===== config.mk =====
export PLATFORM = sky130hd
export DESIGN_NAME = refsel_ctrl
export DESIGN_NICKNAME = d
export VERILOG_FILES = /design/src/rtl/refsel_pkg.sv /design/src/rtl/refsel_pick.sv /design/src/rtl/refsel_revtimer.sv /design/src/rtl/refsel_ctrl.sv
export SDC_FILE = /design/constraint.sdc
export NUM_CORES = 1
export LEC_CHECK = 0
export BUFFER_PORTS_ARGS = -buffer_cell sky130_fd_sc_hd__buf_2
export CAP_MARGIN = 20
export CORE_ASPECT_RATIO = 0.5
export CORE_UTILIZATION = 45
export CTS_CLUSTER_SIZE = 12
export DETAILED_ROUTE_END_ITERATION = 12
export PLACE_DENSITY_LB_ADDON = 0.05
export SLEW_MARGIN = 20
export SYNTH_ARGS = -nofsm -noshare
export SYNTH_HDL_FRONTEND = slang
export SYNTH_SLANG_ARGS = --single-unit

===== constraint.sdc =====
create_clock -name clk -period 5.8 [get_ports clk]
set_input_delay 1.16 -clock clk [delete_from_list [all_inputs] [get_ports clk]]
set_output_delay 1.16 -clock clk [all_outputs]
set_load 0.05 [all_outputs]

===== src/rtl/refsel_pkg.sv =====
package refsel_pkg;
  typedef enum logic [1:0] {
    OP_FREERUN  = 2'd0,
    OP_HOLDOVER = 2'd1,
    OP_LOCKED   = 2'd2
  } op_state_e;
endpackage


===== src/rtl/refsel_pick.sv =====
// Ranks eligible references plus an optional Free Run entry.
module refsel_pick #(
  parameter int NREF   = 8,
  parameter int PRIO_W = 4,
  parameter int SEL_W  = 4
) (
  input  logic [NREF-1:0]   elig_i,
  input  logic [PRIO_W-1:0] prio_i [NREF],
  input  logic [PRIO_W-1:0] fr_prio_i,
  output logic              found_o,
  output logic [SEL_W-1:0]  best_o
);
  localparam logic [SEL_W-1:0] FR_SEL = SEL_W'(NREF);

  logic [PRIO_W-1:0] best_prio;

  always_comb begin
    found_o   = 1'b0;
    best_o    = '0;
    best_prio = '0;
    // strict compare keeps the lower index on ties
    for (int i = 0; i < NREF; i++) begin
      if (elig_i[i] && (!found_o || (prio_i[i] < best_prio))) begin
        found_o   = 1'b1;
        best_o    = SEL_W'(i);
        best_prio = prio_i[i];
      end
    end
    // Free Run loses ties against references
    if ((fr_prio_i != '0) && (!found_o || (fr_prio_i < best_prio))) begin
      found_o   = 1'b1;
      best_o    = FR_SEL;
      best_prio = fr_prio_i;
    end
  end
endmodule


===== src/rtl/refsel_revtimer.sv =====
// Hold-off timer: counts minute ticks while one candidate stays best.
module refsel_revtimer #(
  parameter int              SEL_W    = 4,
  parameter int              DLY_W    = 8,
  parameter int              PRE_W    = 40,
  parameter logic [PRE_W-1:0] TICK_DIV = 40'd7500000000
) (
  input  logic             clk,
  input  logic             rst_n,
  input  logic             run_i,
  input  logic [SEL_W-1:0] cand_i,
  input  logic [DLY_W-1:0] delay_i,
  output logic             due_o
);
  logic             cand_vld_q, cand_vld_d;
  logic [SEL_W-1:0] cand_q, cand_d;
  logic [PRE_W-1:0] pre_q, pre_d;
  logic [DLY_W-1:0] min_q, min_d;
  logic             same, tick;

  assign same = run_i && cand_vld_q && (cand_q == cand_i);
  assign tick = same && (pre_q == TICK_DIV - PRE_W'(1));

  always_comb begin
    cand_vld_d = cand_vld_q;
    cand_d     = cand_q;
    pre_d      = pre_q;
    min_d      = min_q;
    if (!same) begin
      cand_vld_d = run_i;
      cand_d     = cand_i;
      pre_d      = '0;
      min_d      = '0;
    end else begin
      pre_d = tick ? '0 : pre_q + PRE_W'(1);
      if (tick && (min_q != '1)) min_d = min_q + DLY_W'(1);
    end
  end

  assign due_o = run_i && ((same ? min_q : '0) >= delay_i);

  always_ff @(posedge clk or negedge rst_n) begin
    if (!rst_n) begin
      cand_vld_q <= 1'b0;
      cand_q     <= '0;
      pre_q      <= '0;
      min_q      <= '0;
    end else begin
      cand_vld_q <= cand_vld_d;
      cand_q     <= cand_d;
      pre_q      <= pre_d;
      min_q      <= min_d;
    end
  end
endmodule


===== src/rtl/refsel_ctrl.sv =====
module refsel_ctrl #(
  parameter int              NREF     = 8,
  parameter int              PRIO_W   = 4,
  parameter int              DLY_W    = 8,
  parameter int              PRE_W    = 40,
  parameter logic [PRE_W-1:0] TICK_DIV = 40'd7500000000,
  localparam int             IDX_W    = $clog2(NREF)
) (
  input  logic                   clk,
  input  logic                   rst_n,
  input  logic [NREF-1:0]        ref_qual_i,
  input  logic [NREF-1:0]        ref_mask_i,
  input  logic [NREF*PRIO_W-1:0] ref_prio_i,
  input  logic [PRIO_W-1:0]      fr_prio_i,
  input  logic                   auto_mode_i,
  input  logic                   revert_en_i,
  input  logic [DLY_W-1:0]       rev_delay_i,
  input  logic [1:0]             man_state_i,
  input  logic [IDX_W-1:0]       man_ref_i,
  input  logic                   hold_ok_i,
  output logic [1:0]             state_o,
  output logic [IDX_W-1:0]       active_ref_o,
  output logic                   los_o,
  output logic                   change_o
);
  import refsel_pkg::*;

  localparam int               SEL_W  = $clog2(NREF + 1);
  localparam logic [SEL_W-1:0] FR_SEL = SEL_W'(NREF);

  logic [NREF-1:0]   avail, elig;
  logic [PRIO_W-1:0] prio [NREF];

  for (genvar g = 0; g < NREF; g++) begin : g_ref
    assign prio[g]  = ref_prio_i[g*PRIO_W +: PRIO_W];
    assign avail[g] = ref_qual_i[g] & ~ref_mask_i[g];
    assign elig[g]  = avail[g] && (prio[g] != '0);
  end

  logic             found;
  logic [SEL_W-1:0] best;

  refsel_pick #(.NREF(NREF), .PRIO_W(PRIO_W), .SEL_W(SEL_W)) u_pick (
    .elig_i   (elig),
    .prio_i   (prio),
    .fr_prio_i(fr_prio_i),
    .found_o  (found),
    .best_o   (best)
  );

  op_state_e        state_q, state_d;
  logic [IDX_W-1:0] ref_q, ref_d;
  logic             frsel_q, frsel_d;
  logic             los_q, los_d;
  logic             chg_q, chg_d;

  logic             locked, sel_valid, cur_ok, run, due, man_bad;
  logic [SEL_W-1:0] cur_sel;

  assign locked    = (state_q == OP_LOCKED);
  assign sel_valid = locked || frsel_q;
  assign cur_sel   = locked ? SEL_W'(ref_q) : FR_SEL;
  assign cur_ok    = locked ? elig[ref_q] : (fr_prio_i != '0);
  assign run       = auto_mode_i && revert_en_i && sel_valid && cur_ok &&
                     found && (best != cur_sel);
  assign man_bad   = !auto_mode_i && (man_state_i == 2'd2) && !avail[man_ref_i];

  refsel_revtimer #(.SEL_W(SEL_W), .DLY_W(DLY_W), .PRE_W(PRE_W),
                    .TICK_DIV(TICK_DIV)) u_timer (
    .clk    (clk),
    .rst_n  (rst_n),
    .run_i  (run),
    .cand_i (best),
    .delay_i(rev_delay_i),
    .due_o  (due)
  );

  always_comb begin
    state_d = state_q;
    ref_d   = ref_q;
    frsel_d = frsel_q;
    if (!auto_mode_i) begin
      frsel_d = 1'b0;
      unique case (man_state_i)
        2'd0:    state_d = OP_FREERUN;
        2'd2: begin
          if (avail[man_ref_i]) begin
            state_d = OP_LOCKED;
            ref_d   = man_ref_i;
          end else begin
            state_d = OP_HOLDOVER;
          end
        end
        default: state_d = OP_HOLDOVER;
      endcase
    end else if (sel_valid && cur_ok) begin
      if (run && due) begin
        if (best == FR_SEL) begin
          state_d = OP_FREERUN;
          frsel_d = 1'b1;
        end else begin
          state_d = OP_LOCKED;
          ref_d   = best[IDX_W-1:0];
          frsel_d = 1'b0;
        end
      end
    end else if (found) begin
      if (best == FR_SEL) begin
        state_d = OP_FREERUN;
        frsel_d = 1'b1;
      end else begin
        state_d = OP_LOCKED;
        ref_d   = best[IDX_W-1:0];
        frsel_d = 1'b0;
      end
    end else begin
      state_d = hold_ok_i ? OP_HOLDOVER : OP_FREERUN;
      frsel_d = 1'b0;
    end
  end

  always_comb begin
    los_d = los_q;
    if (state_d == OP_LOCKED)
      los_d = 1'b0;
    else if ((locked && !avail[ref_q]) || man_bad)
      los_d = 1'b1;
    chg_d = (state_d != state_q) || (ref_d != ref_q);
  end

  always_ff @(posedge clk or negedge rst_n) begin
    if (!rst_n) begin
      state_q <= OP_FREERUN;
      ref_q   <= '0;
      frsel_q <= 1'b0;
      los_q   <= 1'b0;
      chg_q   <= 1'b0;
    end else begin
      state_q <= state_d;
      ref_q   <= ref_d;
      frsel_q <= frsel_d;
      los_q   <= los_d;
      chg_q   <= chg_d;
    end
  end

  assign state_o      = state_q;
  assign active_ref_o = ref_q;
  assign los_o        = los_q;
  assign change_o     = chg_q;
endmodule


==> impl_metrics.py <==
metrics = {
    "min_path": {
        "hp-class": "reg -> reg",
    },
    "logic_synthesis": {
        "ys_ff_latch": 61,
        "syn_area_per_cell_um2": 8.557,
        "synth_edf_count": 0,
        "netlist_top_cells_area": "dfrtp_1 (27%), ha_1 (7.2%), xor2_1 (5.2%)",
        "synth_top_area_cell": "dfrtp_1",
        "async_flop_share": 1.000,
        "ys_types": 80,
        "synth_top_area_frac": 0.2732,
        "synthFlopType": "dfrtp_1",
        "syn_nets": 755,
        "yosysWarnings": 0,
        "synthCells": 653,
        "synth.cell_area_um2": 5588,
        "ys_seq_area_frac": 0.2732,
    },
    "clock_network": {
        "holdBufCountCts": 0,
        "h-tree-depth": 3,
        "tritoncts": "built",
        "clk_pin_slew_ns": 0.05,
        "clk_latency_ns": 0.33,
        "root_buffer": "clkbuf_16",
        "cts_sinks": 61,
        "cts_buffer_depth": 2,
        "numCtsBuffers": 9,
    },
    "global_route": {
        "gr-total-overflow": 0,
        "antenna_found_initial": 0,
        "grtUsageTotal": 0.2700,
        "grt_pass1_wl_um": 27700,
        "grt_pass1_vias": 5833,
        "grt_max_degree": 62,
    },
    "detailed_routing": {
        "drc": 0,
        "vias_per_cell": 5.465,
        "first_pass_iters": 4,
        "vias": 6039,
        "wl_per_cell_um": 15.98,
        "initialDrtViolationCount": 316,
        "totalWireLength_um": 17650,
        "ant_nets": 0,
    },
    "sta": {
        "rsz0062_at_grt": "yes",
        "fmax_mhz": 67.52,
        "timing.final.hold_violations": 0,
        "worstMarginPinSlew_ns": 0.7730,
        "finalSetupViolations": 61,
        "finalCritPeriodShare": 2.554,
        "clock_skew_ns": 0.009723,
        "setup_slack_ns": -9.011,
        "drv_slew": 0,
        "maxSlewHeadroom": 0.4847,
        "fin_crit_ns": 14.81,
    },
    "die": {
        "boundaryPins": 77,
        "rows": 28,
        "dieHeight_um": 80.80,
        "fp.dieArea_um2": 12890,
        "start_util": 0.4677,
        "dieWidth_um": 159.6,
        "core_um2": 11950,
    },
    "placement": {
        "pre_cts_slack_ns": -9.476,
        "routabilityCongestion": 0.9087,
        "hpwl_um": 12800,
        "dpl.cell_count": 1041,
        "dpl_cell_area_um2": 7526,
        "portBuffers": 76,
    },
    "layout": {
        "area_growth_syn_to_layout_pct": 55.96,
        "finalInstanceArea_um2": 8715,
        "final_util": 0.7295,
        "antenna_cells": 0,
        "drive_gt1_frac": 0.4702,
        "nets": 1037,
        "layout.cells.non_filler": 1105,
    },
    "power_and_ir_drop": {
        "cellLeakagePower_nw": 3.852,
        "vdd.ir_drop.worst_v": 0.0001620,
        "p_sw_frac": 0.3637,
        "p_clk_frac": 0.252,
        "power_frac_comb": 0.527,
        "seqPwrFrac": 0.221,
        "p_int_mw": 1.466,
        "p_per_area_nw_per_um2": 264.4,
        "power_switching_mw": 0.8381,
    },
    "critical_path": {
        "worst-path-buf-inv": 9,
        "slowest_stage": "or3b_4",
        "criticalPathCategory": "in -> reg",
        "cp_top_family": "compound AO/OA/AOI/OAI gates",
        "cp_common_cell": "a21oi_2",
        "start_kind": "input port",
        "critPathArrivalTime_ns": 15.07,
        "crit_path_end_kind": "register",
        "required_ns": 6.06,
        "crit_fanout": 7,
        "cpPeakStageDelay_ns": 0.41,
    },
    "outcome": {
        "violations": "negative setup slack",
        "status": "finished with violations",
    },
    "run": {
        "maxCapViolations": 0,
    },
}
sequential cells by signal, indices dropped and copies added, names as in the netlist:
name,flops
state_o,2
frsel_q,1
u_timer.cand_vld_q,1
active_ref_o,3
los_o,1
change_o,1
u_timer.pre_q,40
u_timer.min_q,8
u_timer.cand_q,4
Yosys cell counts, types with 4 or more instances:
cell / instances
a21o_1: 7
a211oi_1: 9
ha_1: 32
o41ai_1: 5
a22o_1: 4
and2_1: 15
or3_1: 8
and3_1: 15
nor2_4: 19
a31oi_1: 4
nor3_1: 10
mux4_2: 6
o21ai_0: 29
nor2_1: 74
o21ai_1: 4
nor2b_1: 16
a21oi_1: 36
nand4_1: 11
inv_1: 27
o211ai_1: 5
o211a_1: 4
xor2_1: 33
nand2b_1: 14
o21a_1: 11
xnor2_1: 18
clkbuf_1: 9
nand2_1: 50
mux2i_1: 8
dfrtp_1: 61
nand3_1: 35
worst paths after layout:
kind | from | endpoint | slack (ns) | cells after the start
setup / recovery | ref_qual_i[0] | change_o$_DFF_PN0_ | -9.01 | 85
hold reg to reg | u_timer.pre_q[0]$_DFF_PN0_ | u_timer.pre_q[0]$_DFF_PN0_ | 0.48 | 1
hold / removal | u_timer.pre_q[0]$_DFF_PN0_ | u_timer.pre_q[0]$_DFF_PN0_ | 0.48 | 1
setup reg to reg | active_ref_o[2]$_DFF_PN0_ | change_o$_DFF_PN0_ | 1.35 | 26
min in group asynchronous | rst_n | state_o[0]$_DFF_PN0_ | 1.00 | 2
max in group asynchronous | rst_n | u_timer.min_q[6]$_DFFE_PN0P_ | 4.29 | 2
cells in the final DEF, fill, tap and decap left out, types with 15 or more instances in the layout:
cell type,synthesis,final
nor2_4,19,26
nor2_1,74,53
buf_2,1,74
ha_1,32,22
dfrtp_1,61,61
nor2_2,1,15
inv_1,27,25
nand2_1,50,44
buf_4,2,194
a21oi_1,36,24
nand3_1,35,31
xor2_1,33,33
o21ai_0,29,19
xnor2_1,18,17
metrics by stage:
stage	TNS [ns]	hold WS, ns	power [mW]
CTS	-439.06	0.4814	2.226
detailed placement	-483.70	0.4788	1.507
global route	-496.94	0.4985	2.425
floorplan	-434.03	0.4541	1.107
finish	-455.09	0.4805	2.304
global placement	-460.11	0.4797	1.487
layout make-up:
cell class / count / area [um^2]
fillers: 922 / 3232
multi-input cells: 551 / 4448
repair buffers: 285 / 2105
clock inverters: 5 / 82.58
well taps: 165 / 206.4
inverters: 27 / 103.9
clock buffers: 11 / 242.7
flip-flops and latches: 61 / 1526
worst register-to-register path, delay by kind of cell (launching register included):
kind | cells | cell delay [ns]
AND/OR/NAND/NOR | 12 | 1.47
AO/OA/AOI/OAI | 10 | 1.39
multiplexers | 1 | 0.53
buffers and inverters | 2 | 0.38
flip-flops | 1 | 0.32
adder cells (fa/ha/maj) | 1 | 0.29
cell families (layout without fill, tap and decap cells):
family / after synthesis / in the layout / synth area share
flops: 61 / 61 / 0.2732
simple gates: 293 / 294 / 0.2940
mux: 17 / 17 / 0.04456
compound gates: 157 / 157 / 0.2015
buf+inv: 42 / 328 / 0.03515
xor+xnor: 51 / 51 / 0.07994
fa+ha+maj: 32 / 32 / 0.07165
layer usage:
metal	part of all wire	wire length [um]	up-vias	track usage
li1	-	-	2951	-
met1	0.45	7906	2919	0.3373
met2	0.50	8764	144	0.4891
met3	0.041	720	25	0.04494
met4	0.015	261	0	0.07596
met5	0	0	-	0
repair_timing:
action,in CTS,in global routing
gates cloned,5,0
resized for setup,62,41
pin swaps,30,32
hold endpoints to repair,0,0
endpoints found under the setup margin,61,61
buffers inserted,28,15
power groups by stage:
| stage | clock [mW] | combinational [mW] | sequential (mW) |
|---|---|---|---|
| after global placement | 0 | 0.977 | 0.509 |
| after floorplan | 0 | 0.545 | 0.562 |
| after detailed placement | 0 | 0.994 | 0.513 |
| after global routing | 0.609 | 1.30 | 0.513 |
| final | 0.580 | 1.21 | 0.509 |
| after CTS | 0.594 | 1.13 | 0.506 |
No activity file was read; power rests on OpenSTA's default activity.
